--- src/rtl/lscb_pkg.sv ---
package lscb_pkg;
  typedef enum logic [2:0] {
    ST_IDLE,
    ST_REQ,
    ST_RSP,
    ST_WR,
    ST_DONE
  } lscb_state_e;
endpackage

--- src/rtl/lscb_addr_gen.sv ---
module lscb_addr_gen #(
  parameter int ADDR_W = 64
) (
  input  logic              clk,
  input  logic              rst_n,
  input  logic              load,
  input  logic              step,
  input  logic              mode32,
  input  logic [ADDR_W-1:0] start_addr,
  output logic [ADDR_W-1:0] addr
);
  localparam logic [ADDR_W-1:0] LOW_MASK = ADDR_W'(64'hFFFF_FFFF);

  logic [ADDR_W-1:0] addr_q;
  logic              narrow_q;
  logic [ADDR_W-1:0] load_val;
  logic [ADDR_W-1:0] step_val;

  always_comb begin
    load_val = mode32 ? (start_addr & LOW_MASK) : start_addr;
    step_val = addr_q + ADDR_W'(1);
    if (narrow_q) step_val = step_val & LOW_MASK;
  end

  always_ff @(posedge clk or negedge rst_n) begin
    if (!rst_n) begin
      addr_q   <= '0;
      narrow_q <= 1'b0;
    end else if (load) begin
      addr_q   <= load_val;
      narrow_q <= mode32;
    end else if (step) begin
      addr_q   <= step_val;
    end
  end

  assign addr = addr_q;
endmodule

--- src/rtl/lscb_lane_seq.sv ---
module lscb_lane_seq #(
  parameter int DATA_W = 32,
  parameter int REG_W  = 5
) (
  input  logic                clk,
  input  logic                rst_n,
  input  logic                load,
  input  logic                step,
  input  logic [REG_W-1:0]    first_reg,
  input  logic [7:0]          byte_in,
  output logic [REG_W-1:0]    reg_idx,
  output logic [DATA_W/8-1:0] lane_be,
  output logic [DATA_W-1:0]   lane_data
);
  localparam int LANES  = DATA_W / 8;
  localparam int LANE_W = (LANES > 1) ? $clog2(LANES) : 1;
  localparam logic [LANE_W-1:0] LAST_LANE = LANE_W'(LANES - 1);

  logic [REG_W-1:0]  reg_q;
  logic [LANE_W-1:0] lane_q;

  always_ff @(posedge clk or negedge rst_n) begin
    if (!rst_n) begin
      reg_q  <= '0;
      lane_q <= '0;
    end else if (load) begin
      reg_q  <= first_reg;
      lane_q <= '0;
    end else if (step) begin
      if (lane_q == LAST_LANE) begin
        lane_q <= '0;
        reg_q  <= reg_q + REG_W'(1);
      end else begin
        lane_q <= lane_q + LANE_W'(1);
      end
    end
  end

  // lane position 0 is the most significant byte
  for (genvar g = 0; g < LANES; g++) begin : g_lane
    assign lane_be[LANES-1-g]              = (lane_q == LANE_W'(g));
    assign lane_data[8*(LANES-1-g) +: 8]   = (lane_q == LANE_W'(g)) ? byte_in : 8'h00;
  end

  assign reg_idx = reg_q;
endmodule

--- src/rtl/lscb_ctrl.sv ---
module lscb_ctrl
  import lscb_pkg::*;
#(
  parameter int CNT_W = 7,
  parameter int REG_W = 5
) (
  input  logic             clk,
  input  logic             rst_n,
  input  logic             start,
  input  logic [CNT_W-1:0] byte_count,
  input  logic [7:0]       cmp_byte,
  input  logic [REG_W-1:0] base_reg,
  input  logic [REG_W-1:0] index_reg,
  input  logic [REG_W-1:0] cur_reg,
  input  logic             mem_req_ready,
  input  logic             mem_rsp_valid,
  input  logic [7:0]       mem_rsp_data,
  input  logic             rf_wr_ready,
  output logic             busy,
  output logic             mem_req_valid,
  output logic             mem_rsp_ready,
  output logic             rf_wr_valid,
  output logic [7:0]       byte_out,
  output logic             load,
  output logic             step,
  output logic             done,
  output logic [CNT_W-1:0] done_count
);
  lscb_state_e      state_q;
  logic [CNT_W-1:0] total_q;
  logic [CNT_W-1:0] cnt_q;
  logic [7:0]       cmp_q;
  logic [7:0]       byte_q;
  logic [REG_W-1:0] base_q;
  logic [REG_W-1:0] index_q;

  logic guarded;
  logic wr_go;
  logic hit;
  logic last;

  always_comb begin
    guarded = (cur_reg == index_q) || ((base_q != '0) && (cur_reg == base_q));
    wr_go   = (state_q == ST_WR) && (guarded || rf_wr_ready);
    hit     = (byte_q == cmp_q);
    last    = ((cnt_q + CNT_W'(1)) == total_q);
    load    = (state_q == ST_IDLE) && start;
    step    = wr_go && !hit && !last;
  end

  always_ff @(posedge clk or negedge rst_n) begin
    if (!rst_n) begin
      state_q <= ST_IDLE;
      total_q <= '0;
      cnt_q   <= '0;
      cmp_q   <= '0;
      byte_q  <= '0;
      base_q  <= '0;
      index_q <= '0;
    end else begin
      unique case (state_q)
        ST_IDLE: if (start) begin
          total_q <= byte_count;
          cmp_q   <= cmp_byte;
          base_q  <= base_reg;
          index_q <= index_reg;
          cnt_q   <= '0;
          state_q <= (byte_count == '0) ? ST_DONE : ST_REQ;
        end
        ST_REQ: if (mem_req_ready) state_q <= ST_RSP;
        ST_RSP: if (mem_rsp_valid) begin
          byte_q  <= mem_rsp_data;
          state_q <= ST_WR;
        end
        ST_WR: if (wr_go) begin
          if (hit) begin
            state_q <= ST_DONE;
          end else begin
            cnt_q   <= cnt_q + CNT_W'(1);
            state_q <= last ? ST_DONE : ST_REQ;
          end
        end
        ST_DONE: state_q <= ST_IDLE;
        default: state_q <= ST_IDLE;
      endcase
    end
  end

  assign busy          = (state_q != ST_IDLE);
  assign mem_req_valid = (state_q == ST_REQ);
  assign mem_rsp_ready = (state_q == ST_RSP);
  assign rf_wr_valid   = (state_q == ST_WR) && !guarded;
  assign done          = (state_q == ST_DONE);
  assign done_count    = cnt_q;
  assign byte_out      = byte_q;
endmodule

--- src/rtl/lscb_unit.sv ---
module lscb_unit #(
  parameter int ADDR_W = 64,
  parameter int DATA_W = 32,
  parameter int REG_W  = 5,
  parameter int CNT_W  = 7
) (
  input  logic                clk,
  input  logic                rst_n,
  input  logic                start,
  input  logic [ADDR_W-1:0]   start_addr,
  input  logic [CNT_W-1:0]    byte_count,
  input  logic [7:0]          cmp_byte,
  input  logic [REG_W-1:0]    first_reg,
  input  logic [REG_W-1:0]    base_reg,
  input  logic [REG_W-1:0]    index_reg,
  input  logic                mode32,
  output logic                busy,
  output logic                mem_req_valid,
  input  logic                mem_req_ready,
  output logic [ADDR_W-1:0]   mem_req_addr,
  input  logic                mem_rsp_valid,
  output logic                mem_rsp_ready,
  input  logic [7:0]          mem_rsp_data,
  output logic                rf_wr_valid,
  input  logic                rf_wr_ready,
  output logic [REG_W-1:0]    rf_wr_idx,
  output logic [DATA_W-1:0]   rf_wr_data,
  output logic [DATA_W/8-1:0] rf_wr_be,
  output logic                done,
  output logic [CNT_W-1:0]    done_count
);
  logic             load;
  logic             step;
  logic [7:0]       cur_byte;
  logic [REG_W-1:0] cur_reg;

  lscb_ctrl #(.CNT_W(CNT_W), .REG_W(REG_W)) u_ctrl (
    .clk           (clk),
    .rst_n         (rst_n),
    .start         (start),
    .byte_count    (byte_count),
    .cmp_byte      (cmp_byte),
    .base_reg      (base_reg),
    .index_reg     (index_reg),
    .cur_reg       (cur_reg),
    .mem_req_ready (mem_req_ready),
    .mem_rsp_valid (mem_rsp_valid),
    .mem_rsp_data  (mem_rsp_data),
    .rf_wr_ready   (rf_wr_ready),
    .busy          (busy),
    .mem_req_valid (mem_req_valid),
    .mem_rsp_ready (mem_rsp_ready),
    .rf_wr_valid   (rf_wr_valid),
    .byte_out      (cur_byte),
    .load          (load),
    .step          (step),
    .done          (done),
    .done_count    (done_count)
  );

  lscb_addr_gen #(.ADDR_W(ADDR_W)) u_addr (
    .clk        (clk),
    .rst_n      (rst_n),
    .load       (load),
    .step       (step),
    .mode32     (mode32),
    .start_addr (start_addr),
    .addr       (mem_req_addr)
  );

  lscb_lane_seq #(.DATA_W(DATA_W), .REG_W(REG_W)) u_lane (
    .clk       (clk),
    .rst_n     (rst_n),
    .load      (load),
    .step      (step),
    .first_reg (first_reg),
    .byte_in   (cur_byte),
    .reg_idx   (cur_reg),
    .lane_be   (rf_wr_be),
    .lane_data (rf_wr_data)
  );

  assign rf_wr_idx = cur_reg;
endmodule

--- config.mk ---
export PLATFORM = sky130hd
export DESIGN_NAME = lscb_unit
export DESIGN_NICKNAME = d
export VERILOG_FILES = /design/src/rtl/lscb_pkg.sv /design/src/rtl/lscb_addr_gen.sv /design/src/rtl/lscb_lane_seq.sv /design/src/rtl/lscb_ctrl.sv /design/src/rtl/lscb_unit.sv
export SDC_FILE = /design/constraint.sdc
export NUM_CORES = 1
export LEC_CHECK = 0
export BUFFER_PORTS_ARGS = -buffer_cell sky130_fd_sc_hd__buf_2
export CORE_AREA = 3 3 109 152
export CTS_BUF_LIST = sky130_fd_sc_hd__clkbuf_4 sky130_fd_sc_hd__clkbuf_8
export CTS_CLUSTER_SIZE = 40
export DETAILED_ROUTE_END_ITERATION = 6
export DIE_AREA = 0 0 112 155
export PLACE_DENSITY = 0.81
export SYNTH_ARGS = -nofsm -noshare
export SYNTH_HDL_FRONTEND = slang
export SYNTH_SLANG_ARGS = --single-unit
export TNS_END_PERCENT = 30
--- constraint.sdc ---
create_clock -name clk -period 2.5 [get_ports clk]
set_clock_uncertainty 0.05 [all_clocks]
set_input_delay 0.25 -clock clk [delete_from_list [all_inputs] [get_ports clk]]
set_output_delay 0.25 -clock clk [all_outputs]
set_load 0.03 [all_outputs]
==> impl_metrics.csv, run 1 <==
group,metric,value,unit
status,outcome,"complete, but fails checks",
status,violations,"negative setup slack",
sta,fmax,376,MHz
finish,mostFrequentLayoutCell,"buf_2",
global_routing,grt_max_degree,56,
finish,fillers,1072,
synth,yosys_warnings,0,
sta,relSlewSlack,0.519,
pwr,powerDensity,1150,nW/um^2
finish,final_area,10800,um^2
sta,finalSetupViolations,26,
floorplanning,chipHeight,155,um
drt,drtIter0Drc,1012,
floorplanning,dieWidth,112,um
run,drv_cap,0,
synth,synth_seq_cells,115,
setup_path,required,2.76,ns
sta,slew_viol_final,0,
finish,instances_no_fill,1464,
clocking,clk_latency,0.46,ns
floorplanning,ioPinCount,226,
floorplanning,rows,53,
finish,syn2layout_area_growth,45.7,%
drt,num_vias,8756,
synth,synth.distinct_cells,70,
setup_path,cp.arrival,2.92,ns
setup_path,crit_fanout,7,
clocking,cts_inserted_buffers,17,
placement,dp_cells,1344,
sta,hold_viol,0,
synth,ys_async_sr_fraction,1.00,
hold_path,hold_path.class,"in2reg",
setup_path,reg2reg_from,"u_lane.reg_idx[2]$_DFFE_PN0P_",
drt,routed_wl,28400,um
drt,drc,0,
placement,place.gp.congestion,0.897,
clocking,cts_tree,"built",
setup_path,critical_path_class,"reg2reg",
setup_path,critPathLaunch,"u_lane.reg_idx[2]$_DFFE_PN0P_",
finish,drive_above_1_share,0.356,
finish,multi_input_area,4480,um^2
synth,synth_nets,997,
floorplanning,fp.coreArea,15200,um^2
finish,antenna_cells,0,
clocking,clock-sinks,115,
setup_path,endpoint,"u_addr.addr[23]$_DFFE_PN0P_",
pwr,ir_worst_vdd,0.965,mV
setup_path,rr_worst_depth,9,
synth,syn_avg_cell_area,8.44,um^2
drt,drtPass1Iterations,6,
pwr,p_leak,4.92,nW
drt,postRouteAntennaNets,0,
sta,rsz0062_at_grt,"true",
global_routing,antenna_found_initial,0,
finish,regArea,2890,um^2
placement,portBuffers,225,
sta,fin_crit,2.66,ns
global_routing,grt_first_pass_wirelength,43300,um
synth,synth_cells,881,
finish,nNetsFinal,1375,
global_routing,grt_usage,0.309,
clocking,clockRootBuffer,"clkbuf_8",
sta,finalWorstSetupSlack,-0.156,ns
synth,synth_seq_area_share,0.387,
setup_path,crit_path_start_kind,"flip-flop",
floorplanning,die_area,17400,um^2
clocking,cts.path.max_buffers,2,
global_routing,overflow,0,
synth,synth_enable_flop_cells,0,
placement,place_area,9370,um^2
clocking,cts.clk_slew.worst_paths,0.08,ns
placement,place_ws,-0.0734,ns
setup_path,ff2ff_setup_slack,-0.16,ns
setup_path,cp-end-kind,"flip-flop",
synth,yosys_most_used_dff,"dfrtp_1",
global_routing,grt_pass1_vias,8598,
finish,layout_common_cells,"buf_2, nand2_1, buf_4, dfrtp_1, dlygate4sd3_1",
clocking,htreeDepth,4,
drt,wl_per_cell,19.4,um
setup_path,reg2reg_to,"u_addr.addr[23]$_DFFE_PN0P_",
sta,tightest_slew,0.722,ns
drt,viasPerCell,5.98,
synth,synth_area,7430,um^2
sta,fin_crit_sh,1.06,
floorplanning,start_util,0.489,
placement,hpwl,18600,um
==> cells by family after synthesis <==
| group | Yosys count | synth area share |
|---|---|---|
| buffers and inverters | 63 | 0.0424 |
| AO/OA/AOI/OAI | 182 | 0.155 |
| multiplexers | 11 | 0.0165 |
| adder cells (fa/ha/maj) | 7 | 0.0118 |
| flip-flops | 115 | 0.387 |
| AND/OR/NAND/NOR | 444 | 0.318 |
| XOR/XNOR | 59 | 0.0695 |
==> metal layers <==
| metal | part of all wire | vias up | track usage |
|---|---|---|---|
| li1 | - | 3904 | - |
| met1 | 0.36 | 4079 | 0.359 |
| met2 | 0.50 | 641 | 0.534 |
| met3 | 0.091 | 132 | 0.0661 |
| met4 | 0.048 | 0 | 0.161 |
| met5 | 0 | - | 0 |
==> Yosys cell counts (4+ instances only) <==
library cell    n  share of area
ha_1            7          0.012
and2_1         36          0.030
mux2_2         10          0.015
nor3_1         30          0.020
or4_1           4         0.0040
clkbuf_1       25          0.013
buf_2          17          0.011
o211ai_1       10          0.010
xor2_1         27          0.032
o31a_1          4         0.0047
nor4_1         10         0.0084
a22o_1          4         0.0047
inv_1          12         0.0061
a31oi_1         9         0.0076
nor3b_1         5         0.0051
dfrtp_1       115           0.39
o21ai_1         7         0.0047
and3_1         16          0.013
nor4_4          7          0.020
or3_1           6         0.0051
a32o_1          4         0.0054
xnor2_1        32          0.038
or2_2           4         0.0034
a21oi_1        53          0.036
and4_1          8         0.0094
o31ai_1         6         0.0061
o21ai_0        50          0.034
a21o_1          5         0.0051
nor2_1         46          0.023
nand4_1        35          0.029
nand3_1        37          0.025
nand2_1       174          0.088
==> registers in the layout (all words and copies together), names as in the netlist <==
signal / flops
u_addr.addr: 64
u_ctrl.byte_out: 8
u_ctrl.cmp_q: 8
u_ctrl.done_count: 7
u_ctrl.total_q: 7
u_ctrl.base_q: 5
u_ctrl.index_q: 5
u_lane.reg_idx: 5
u_ctrl.state_q: 3
u_lane.lane_q: 2
u_addr.narrow_q: 1
==> per-stage QoR <==
stage	TNS (ns)	hold slack [ns]	power [mW]	util
floorplan	-0.0170	-0.0956	7.55	-
global placement	-0.107	0.294	9.81	0.617
CTS	-0.252	0.00158	11.8	0.691
finish	-1.57	0.00952	12.5	0.713
global route	-6.08	-0.000226	13.1	0.713
detailed placement	-0.484	0.298	9.96	0.617
==> worst max-delay path, stage by stage (launching register included) <==
cell and delay (ns):
dfrtp_2 0.48, xor2_2 0.19, nor4_4 0.33, a221oi_2 0.13, or3_4 0.47, buf_6 0.16
buf_4 0.15, nor4_2 0.28, xnor2_1 0.16, o21ai_1 0.11
==> worst min path at each step <==
stage	startpoint	depth (start not counted)	slack, ns	to
4_1_cts	start_addr[18]	3	0.002	u_addr.addr[18]$_DFFE_PN0P_
5_1_grt	start_addr[18]	3	-0.0002	u_addr.addr[18]$_DFFE_PN0P_
3_5_place_dp	rst_n	1	0.30	u_ctrl.total_q[2]$_DFFE_PN0P_
6_report	start_addr[18]	3	0.01	u_addr.addr[18]$_DFFE_PN0P_
3_3_place_gp	rst_n	1	0.29	u_addr.addr[63]$_DFFE_PN0P_
2_1_floorplan	rst_n	0	-0.1	u_addr.addr[0]$_DFFE_PN0P_
==> power breakdown <==
group / internal (mW) / leakage (nW) / switching (mW)
clock: 0.891 / 0.189 / 0.891
combinational: 2.72 / 3.29 / 4.43
sequential: 2.64 / 1.44 / 0.890
total: 6.25 / 4.92 / 6.21
==> cell type report <==
class,instances,share of cell area
clock inverter,15,0.0146
tap,192,0.0222
sequential,115,0.267
inverter,12,0.00416
clock buffer,17,0.0216
multi-input combinational,703,0.414
timing repair buffer,410,0.256
==> timing repair <==
action,in CTS,in global routing
resized for setup,8,41
setup endpoints to repair,14,53
hold buffers,68,0
pin swaps,1,22
cloned,0,1
buffers inserted,0,19
endpoints found under the hold margin,116,0
No activity file was read; power rests on OpenSTA's default activity.
==> run 2, diff against run 1 <==
--- a/config.mk
+++ b/config.mk
@@ -12,6 +12,7 @@
 export DETAILED_ROUTE_END_ITERATION = 6
 export DIE_AREA = 0 0 112 155
 export PLACE_DENSITY = 0.81
+export SKIP_LAST_GASP = 1
 export SYNTH_ARGS = -nofsm -noshare
 export SYNTH_HDL_FRONTEND = slang
 export SYNTH_SLANG_ARGS = --single-unit
==> constraint.sdc (replaced) <==
create_clock -name clk -period 2.5 [get_ports clk]
set_clock_uncertainty 0.05 [all_clocks]
set_input_delay 0.125 -clock clk [delete_from_list [all_inputs] [get_ports clk]]
set_output_delay 0.125 -clock clk [all_outputs]
set_load 0.03 [all_outputs]
==> run 2 against run 1 <==
The run ends with design-rule violations, negative setup slack left. Sequential power barely moved. Count of clock-buffer cells in the layout did not move. Clock power barely moved. Worst hold slack improved by 0.024 ns. Setup slack improved by 0.034 ns. First-iteration DRC count fell by 3.5%. Combinational power fell by 3.2%. Cell count rose by 0.89%. Critical path type unchanged. Sequential cell count did not move. Wire length fell by 0.15%.
==> impl_metrics.csv, run 2 (synthesized netlist as in run 1, its figures left out) <==
group,metric,value,unit
sta,tightest_slew,0.811,ns
drt,drc,15,
setup_path,path_common_cell,"nor4_4",
finish,fillers,1027,
drt,drtPass1Iterations,7,
placement,place_area,9370,um^2
clocking,cts_inserted_buffers,17,
sta,hold_viol,0,
sta,slew_viol_final,0,
setup_path,crit_chain,"xor2_2, nor4_4, a221oi_4, or3_4, buf_4, nor4_4, xnor2_1, a21oi_1",
sta,relSlewSlack,0.460,
pwr,ir_worst_vdd,0.828,mV
sta,finalSetupViolations,26,
drt,wl_per_cell,19.2,um
hold_path,hold_path.class,"in2reg",
drt,routed_wl,28400,um
finish,regArea,2890,um^2
sta,holdWs,0.0330,ns
clocking,clock-sinks,115,
drt,drtIter0Drc,977,
status,outcome,"complete, but fails checks",
floorplanning,die_area,17400,um^2
finish,multi_input_area,4420,um^2
clocking,cts.path.max_buffers,2,
clocking,htreeDepth,4,
pwr,p_total,12.2,mW
setup_path,slowest_stage,"or3_4",
floorplanning,fp.coreArea,15200,um^2
finish,antenna_cells,0,
floorplanning,chipHeight,155,um
setup_path,crit_path_start_kind,"flip-flop",
finish,layout_common_cells,"buf_2, nand2_1, dfrtp_1, dlygate4sd3_1, buf_4",
pwr,p_leak,4.94,nW
sta,fin_setup_tns,-1.11,ns
setup_path,crit_buf_inv,1,
placement,place.gp.congestion,0.894,
setup_path,max_stage_delay,0.49,ns
floorplanning,start_util,0.489,
global_routing,grt_max_degree,61,
finish,nNetsFinal,1388,
clocking,clk_latency,0.43,ns
finish,final_area,10900,um^2
setup_path,crit_family,"simple AND/OR/NAND/NOR gates",
global_routing,grt_usage,0.316,
setup_path,cp.arrival,2.85,ns
placement,hpwl,18500,um
finish,drive_above_1_share,0.332,
sta,fin_crit,2.62,ns
pwr,powerDensity,1120,nW/um^2
setup_path,cp-end-kind,"flip-flop",
sta,rsz0062_at_grt,"true",
run,drv_cap,0,
global_routing,grt_first_pass_wirelength,44900,um
global_routing,overflow,0,
global_routing,antenna_found_initial,0,
setup_path,critical_path_class,"reg2reg",
finish,mostFrequentLayoutCell,"buf_2",
sta,finalWorstSetupSlack,-0.122,ns
clocking,cts.clk_slew.worst_paths,0.07,ns
floorplanning,rows,53,
global_routing,grt_pass1_vias,8896,
status,violations,"design-rule violations, negative setup slack",
placement,portBuffers,225,
clocking,clockRootBuffer,"clkbuf_8",
finish,largest_register_ffs,64,
finish,syn2layout_area_growth,46.9,%
sta,fmax,381,MHz
sta,fin_crit_sh,1.05,
floorplanning,ioPinCount,226,
setup_path,crit_fanout,7,
drt,num_vias,8833,
drt,viasPerCell,5.98,
floorplanning,dieWidth,112,um
drt,postRouteAntennaNets,0,
clocking,cts_tree,"built",
placement,place_ws,-0.0906,ns
setup_path,required,2.73,ns
==> run 2: what timing repair did <==
action	CTS	global route
endpoints found under the hold margin	153	0
gates cloned	0	1
hold buffers	96	0
setup endpoints to repair	15	49
pin swaps	0	10
resized for setup	2	25
buffers inserted	0	5
==> run 2: final timing paths <==
check | startpoint | endpoint | slack, ns | depth (start not counted)
hold reg to reg | u_ctrl.base_q[0]$_DFFE_PN0P_ | u_ctrl.base_q[0]$_DFFE_PN0P_ | 0.46 | 2
hold / removal | start_addr[56] | u_addr.addr[56]$_DFFE_PN0P_ | 0.03 | 4
setup reg to reg | u_lane.reg_idx[2]$_DFFE_PN0P_ | u_addr.addr[22]$_DFFE_PN0P_ | -0.12 | 8
max in group asynchronous | rst_n | u_addr.addr[35]$_DFFE_PN0P_ | 1.36 | 3
min in group asynchronous | rst_n | u_ctrl.total_q[4]$_DFFE_PN0P_ | 0.27 | 2
setup / recovery | u_lane.reg_idx[2]$_DFFE_PN0P_ | u_addr.addr[22]$_DFFE_PN0P_ | -0.12 | 8
==> run 2: tightest hold or removal path, delay by kind of cell <==
family	cells	cell delay [ns]
AO/OA/AOI/OAI	2	0.23
AND/OR/NAND/NOR	1	0.05
buffers and inverters	1	0.08
==> run 2: final cells by class <==
type	count	share of cell area
tap	192	0.0220
sequential	115	0.265
multi-input combinational	704	0.405
clock buffer	17	0.0214
clock inverter	15	0.0146
inverter	12	0.00413
timing repair buffer	422	0.268
==> run 2: where the power goes <==
group	internal [mW]	leakage [nW]	switching (mW)	total (mW)
registers	2.64	1.44	0.871	3.51
logic	2.61	3.32	4.32	6.93
clock network	0.892	0.181	0.874	1.77
==> run 2: stage by stage <==
step            util  instances
3_5_place_dp   0.617       1343
2_1_floorplan      -        881
3_3_place_gp   0.617       1343
4_1_cts        0.707       1471
6_report       0.719       1477
5_1_grt        0.719       1477
==> run 2: per-layer routing <==
layer  share of wire  wire length (um)  up-vias  global-route usage
met5               0                 0        -                   0
met4           0.055              1570        0               0.169
li1                -                 -     3939                   -
met2            0.51             14400      615               0.554
met3           0.081              2290      146              0.0630
met1            0.36             10100     4133               0.362
==> run 3, diff against run 2 <==
--- a/config.mk
+++ b/config.mk
@@ -5,14 +5,13 @@
 export SDC_FILE = /design/constraint.sdc
 export NUM_CORES = 1
 export LEC_CHECK = 0
+export ABC_AREA = 1
 export BUFFER_PORTS_ARGS = -buffer_cell sky130_fd_sc_hd__buf_2
-export CORE_AREA = 3 3 109 152
+export CORE_AREA = 3 3 115 162
 export CTS_BUF_LIST = sky130_fd_sc_hd__clkbuf_4 sky130_fd_sc_hd__clkbuf_8
-export CTS_CLUSTER_SIZE = 40
 export DETAILED_ROUTE_END_ITERATION = 6
-export DIE_AREA = 0 0 112 155
+export DIE_AREA = 0 0 118 165
 export PLACE_DENSITY = 0.81
-export SKIP_LAST_GASP = 1
 export SYNTH_ARGS = -nofsm -noshare
 export SYNTH_HDL_FRONTEND = slang
 export SYNTH_SLANG_ARGS = --single-unit
==> run 3 against run 2 <==
The run now ends clean. Die area rose by 12%. Register-to-register slack better by 0.32 ns. Sequential power grew 8.8%. Core utilization decreased by 5.2 points. Critical path depth is 5 higher. Sequential cell count unchanged. Worst hold slack better by 0.00069 ns. First-iteration DRC count shrank 2.0%. Global-route usage increased by 2.6 points. Cell count is 35% higher. Critical path type unchanged.
==> impl_metrics.csv, run 3 <==
group,metric,value,unit
status,outcome,"finished, final reports clean",
setup_path,path_common_cell,"nand2_1",
synth,synth.area.top_cells,"dfrtp_1, nand2_1, inv_1",
placement,place.gp.congestion,0.981,
global_routing,grt_first_pass_wirelength,52700,um
sta,fin_setup_tns,0,ns
finish,layout_common_cells,"nand2_1, buf_2, inv_1, nor2_1, nand3_1",
pwr,p_leak,6.15,nW
floorplanning,fp.coreArea,17300,um^2
global_routing,grt_max_degree,99,
clocking,cts.path.max_buffers,2,
clocking,cts.clk_slew.worst_paths,0.07,ns
hold_path,hold_depth,5,
placement,hpwl,23400,um
drt,drtPass1Iterations,6,
global_routing,overflow,0,
floorplanning,start_util,0.497,
setup_path,critical_path_class,"reg2reg",
synth,synth_cells,1423,
synth,synth_area,8610,um^2
pwr,ir_worst_vdd,1.03,mV
finish,syn2layout_area_growth,34.2,%
finish,drive_above_1_share,0.184,
finish,antenna_cells,0,
setup_path,required,2.85,ns
finish,mostFrequentLayoutCell,"nand2_1",
clocking,clockRootBuffer,"clkbuf_8",
synth,ys_async_sr_fraction,1.00,
floorplanning,dieWidth,118,um
synth,synth_commonest_cells,"nand2_1, inv_1, nor2_1",
global_routing,grt_usage,0.342,
clocking,clk_latency,0.46,ns
setup_path,cp-end-kind,"flip-flop",
synth,yosysMostFrequentCell,"nand2_1",
synth,synth.distinct_cells,41,
setup_path,crit_fanout,5,
sta,slew_viol_final,0,
drt,postRouteAntennaNets,0,
synth,synth_enable_flop_cells,0,
synth,synth_nets,1539,
clocking,cts_inserted_buffers,17,
floorplanning,die_area,19500,um^2
synth,synth_area_leader_cell,"dfrtp_1",
hold_path,min-delay-start,"start_addr[30]",
placement,portBuffers,225,
floorplanning,chipHeight,165,um
sta,fin_crit_sh,0.921,
setup_path,cp.arrival,2.65,ns
setup_path,crit_chain,"ha_1, nand2_1, nor2_4, nand3_1, inv_1, nand2_1, inv_1, nand2_1, nand2_1, nand4_1, nand2_1, nand2_1, nand2_1",
synth,yosys_most_used_dff,"dfrtp_1",
drt,drtIter0Drc,957,
setup_path,slowest_stage,"dfrtp_1",
synth,yosys_warnings,0,
placement,dp_cells,1869,
hold_path,whs_endpoint,"u_addr.addr[30]$_DFFE_PN0P_",
finish,nNetsFinal,1868,
finish,largest_register_ffs,64,
hold_path,hold_path.class,"in2reg",
clocking,postCtsSetupBuffers,0,
setup_path,ff2ff_setup_slack,0.20,ns
sta,fin_crit,2.30,ns
drt,drc,0,
pwr,powerDensity,1060,nW/um^2
sta,rsz0062_at_grt,"false",
clocking,clock-sinks,115,
drt,num_vias,10720,
setup_path,reg2reg_from,"u_addr.addr[1]$_DFFE_PN0P_",
sta,tightest_slew,0.612,ns
finish,instances_no_fill,2001,
global_routing,grt_pass1_vias,10360,
synth,synth_top_area_frac,0.334,
drt,viasPerCell,5.36,
setup_path,reg2reg_to,"u_addr.addr[60]$_DFFE_PN0P_",
synth,synth_seq_area_share,0.334,
setup_path,crit_path_start_kind,"flip-flop",
global_routing,antenna_found_initial,0,
drt,routed_wl,33300,um
sta,relSlewSlack,0.589,
clocking,htreeDepth,4,
synth,syn_avg_cell_area,6.05,um^2
sta,finalSetupViolations,0,
setup_path,rr_worst_depth,13,
floorplanning,ioPinCount,226,
synth,synth_seq_cells,115,
sta,hold_viol,0,
drt,wl_per_cell,16.7,um
sta,fmax,434,MHz
finish,fillers,1527,
run,drv_cap,0,
clocking,cts_tree,"built",
setup_path,max_stage_delay,0.44,ns
floorplanning,rows,57,
run 3: cell types whose count changed after synthesis, sizes merged, moves of 10 or more:
cell,change
nand2,+400
inv,+168
nor2,+121
nand3,+86
a21oi,-44
o21ai,+36
and2,-33
xnor2,-28
nor3,-21
and3,-17
nor4,-17
xor2,-15
o211ai,-10
run 3: final cells by class:
type | count | area [um^2] | area share
Multi-Input combinational cell | 1082 | 4830 | 0.419
Timing Repair Buffer | 356 | 2430 | 0.210
Tap cell | 236 | 295 | 0.0256
Clock inverter | 10 | 148 | 0.0128
Inverter | 180 | 678 | 0.0587
Clock buffer | 22 | 290 | 0.0251
Sequential cell | 115 | 2880 | 0.249
run 3: cell families (layout without fill, tap and decap cells):
| family | count (synthesis) | count (layout) | synth area share |
|---|---|---|---|
| mux | 6 | 6 | 0.00785 |
| simple gates | 933 | 933 | 0.448 |
| xor+xnor | 16 | 16 | 0.0163 |
| flops | 115 | 115 | 0.334 |
| buf+inv | 226 | 568 | 0.106 |
| fa+ha+maj | 7 | 7 | 0.0102 |
| compound gates | 120 | 120 | 0.0782 |
run 3: repair_timing:
item / 4_1_cts / 5_1_grt
gates resized for setup: 0 / 4
endpoints found under the hold margin: 135 / 0
endpoints found under the setup margin: 0 / 9
hold buffers: 100 / 0
run 3: through the flow:
| stage | hold slack, ns | cell area, um^2 | setup WS (ns) | util | total power [mW] |
|---|---|---|---|---|---|
| after floorplan | -0.221 | 8610 | 0.301 | - | 7.97 |
| after global placement | 0.0728 | 10100 | 0.122 | 0.583 | 9.81 |
| after detailed placement | 0.0791 | 10100 | 0.133 | 0.583 | 9.94 |
| after CTS | 0.00507 | 11500 | 0.111 | 0.666 | 12.1 |
| after global routing | 0.0496 | 11600 | 0.00162 | 0.667 | 13.0 |
| final | 0.0337 | 11600 | 0.198 | 0.667 | 12.2 |
run 3: routing by layer:
metal  vias to the layer above  GRT usage  wire length (um)
met5                         -          0                 0
met4                         0      0.171              1660
met3                       108     0.0579              2350
met2                       598      0.631             17100
met1                      4902      0.380             12300
li1                       5112          -                 -
run 3: how the worst max path moves through the flow:
stage          slack, ns  depth (start not counted)                            end                        startpoint
2_1_floorplan       0.30                         14  u_lane.reg_idx[2]$_DFFE_PN0P_  u_ctrl.done_count[0]$_DFFE_PN0P_
3_3_place_gp        0.12                         12    u_addr.addr[24]$_DFFE_PN0P_        u_addr.addr[1]$_DFFE_PN0P_
3_5_place_dp        0.13                         12    u_addr.addr[60]$_DFFE_PN0P_        u_addr.addr[1]$_DFFE_PN0P_
4_1_cts             0.11                         12    u_addr.addr[24]$_DFFE_PN0P_        u_addr.addr[1]$_DFFE_PN0P_
5_1_grt            0.002                         15   u_lane.lane_q[1]$_DFFE_PN0P_  u_ctrl.done_count[1]$_DFFE_PN0P_
6_report            0.20                         13    u_addr.addr[60]$_DFFE_PN0P_        u_addr.addr[1]$_DFFE_PN0P_
run 3: where the power goes:
part           leakage (nW)  internal (mW)  switching [mW]  total (mW)
logic                  4.43           2.01            4.41        6.42
clock network         0.225           1.10           0.867        1.97
registers              1.49           2.64            1.18        3.82
total                  6.15           5.74            6.46        12.2
run 3: critical path: cells and delay by family, from the launching register on:
kind,cells,cell delay [ns]
adder cells (fa/ha/maj),1,0.29
buffers and inverters,2,0.31
flip-flops,1,0.44
AND/OR/NAND/NOR,10,1.15
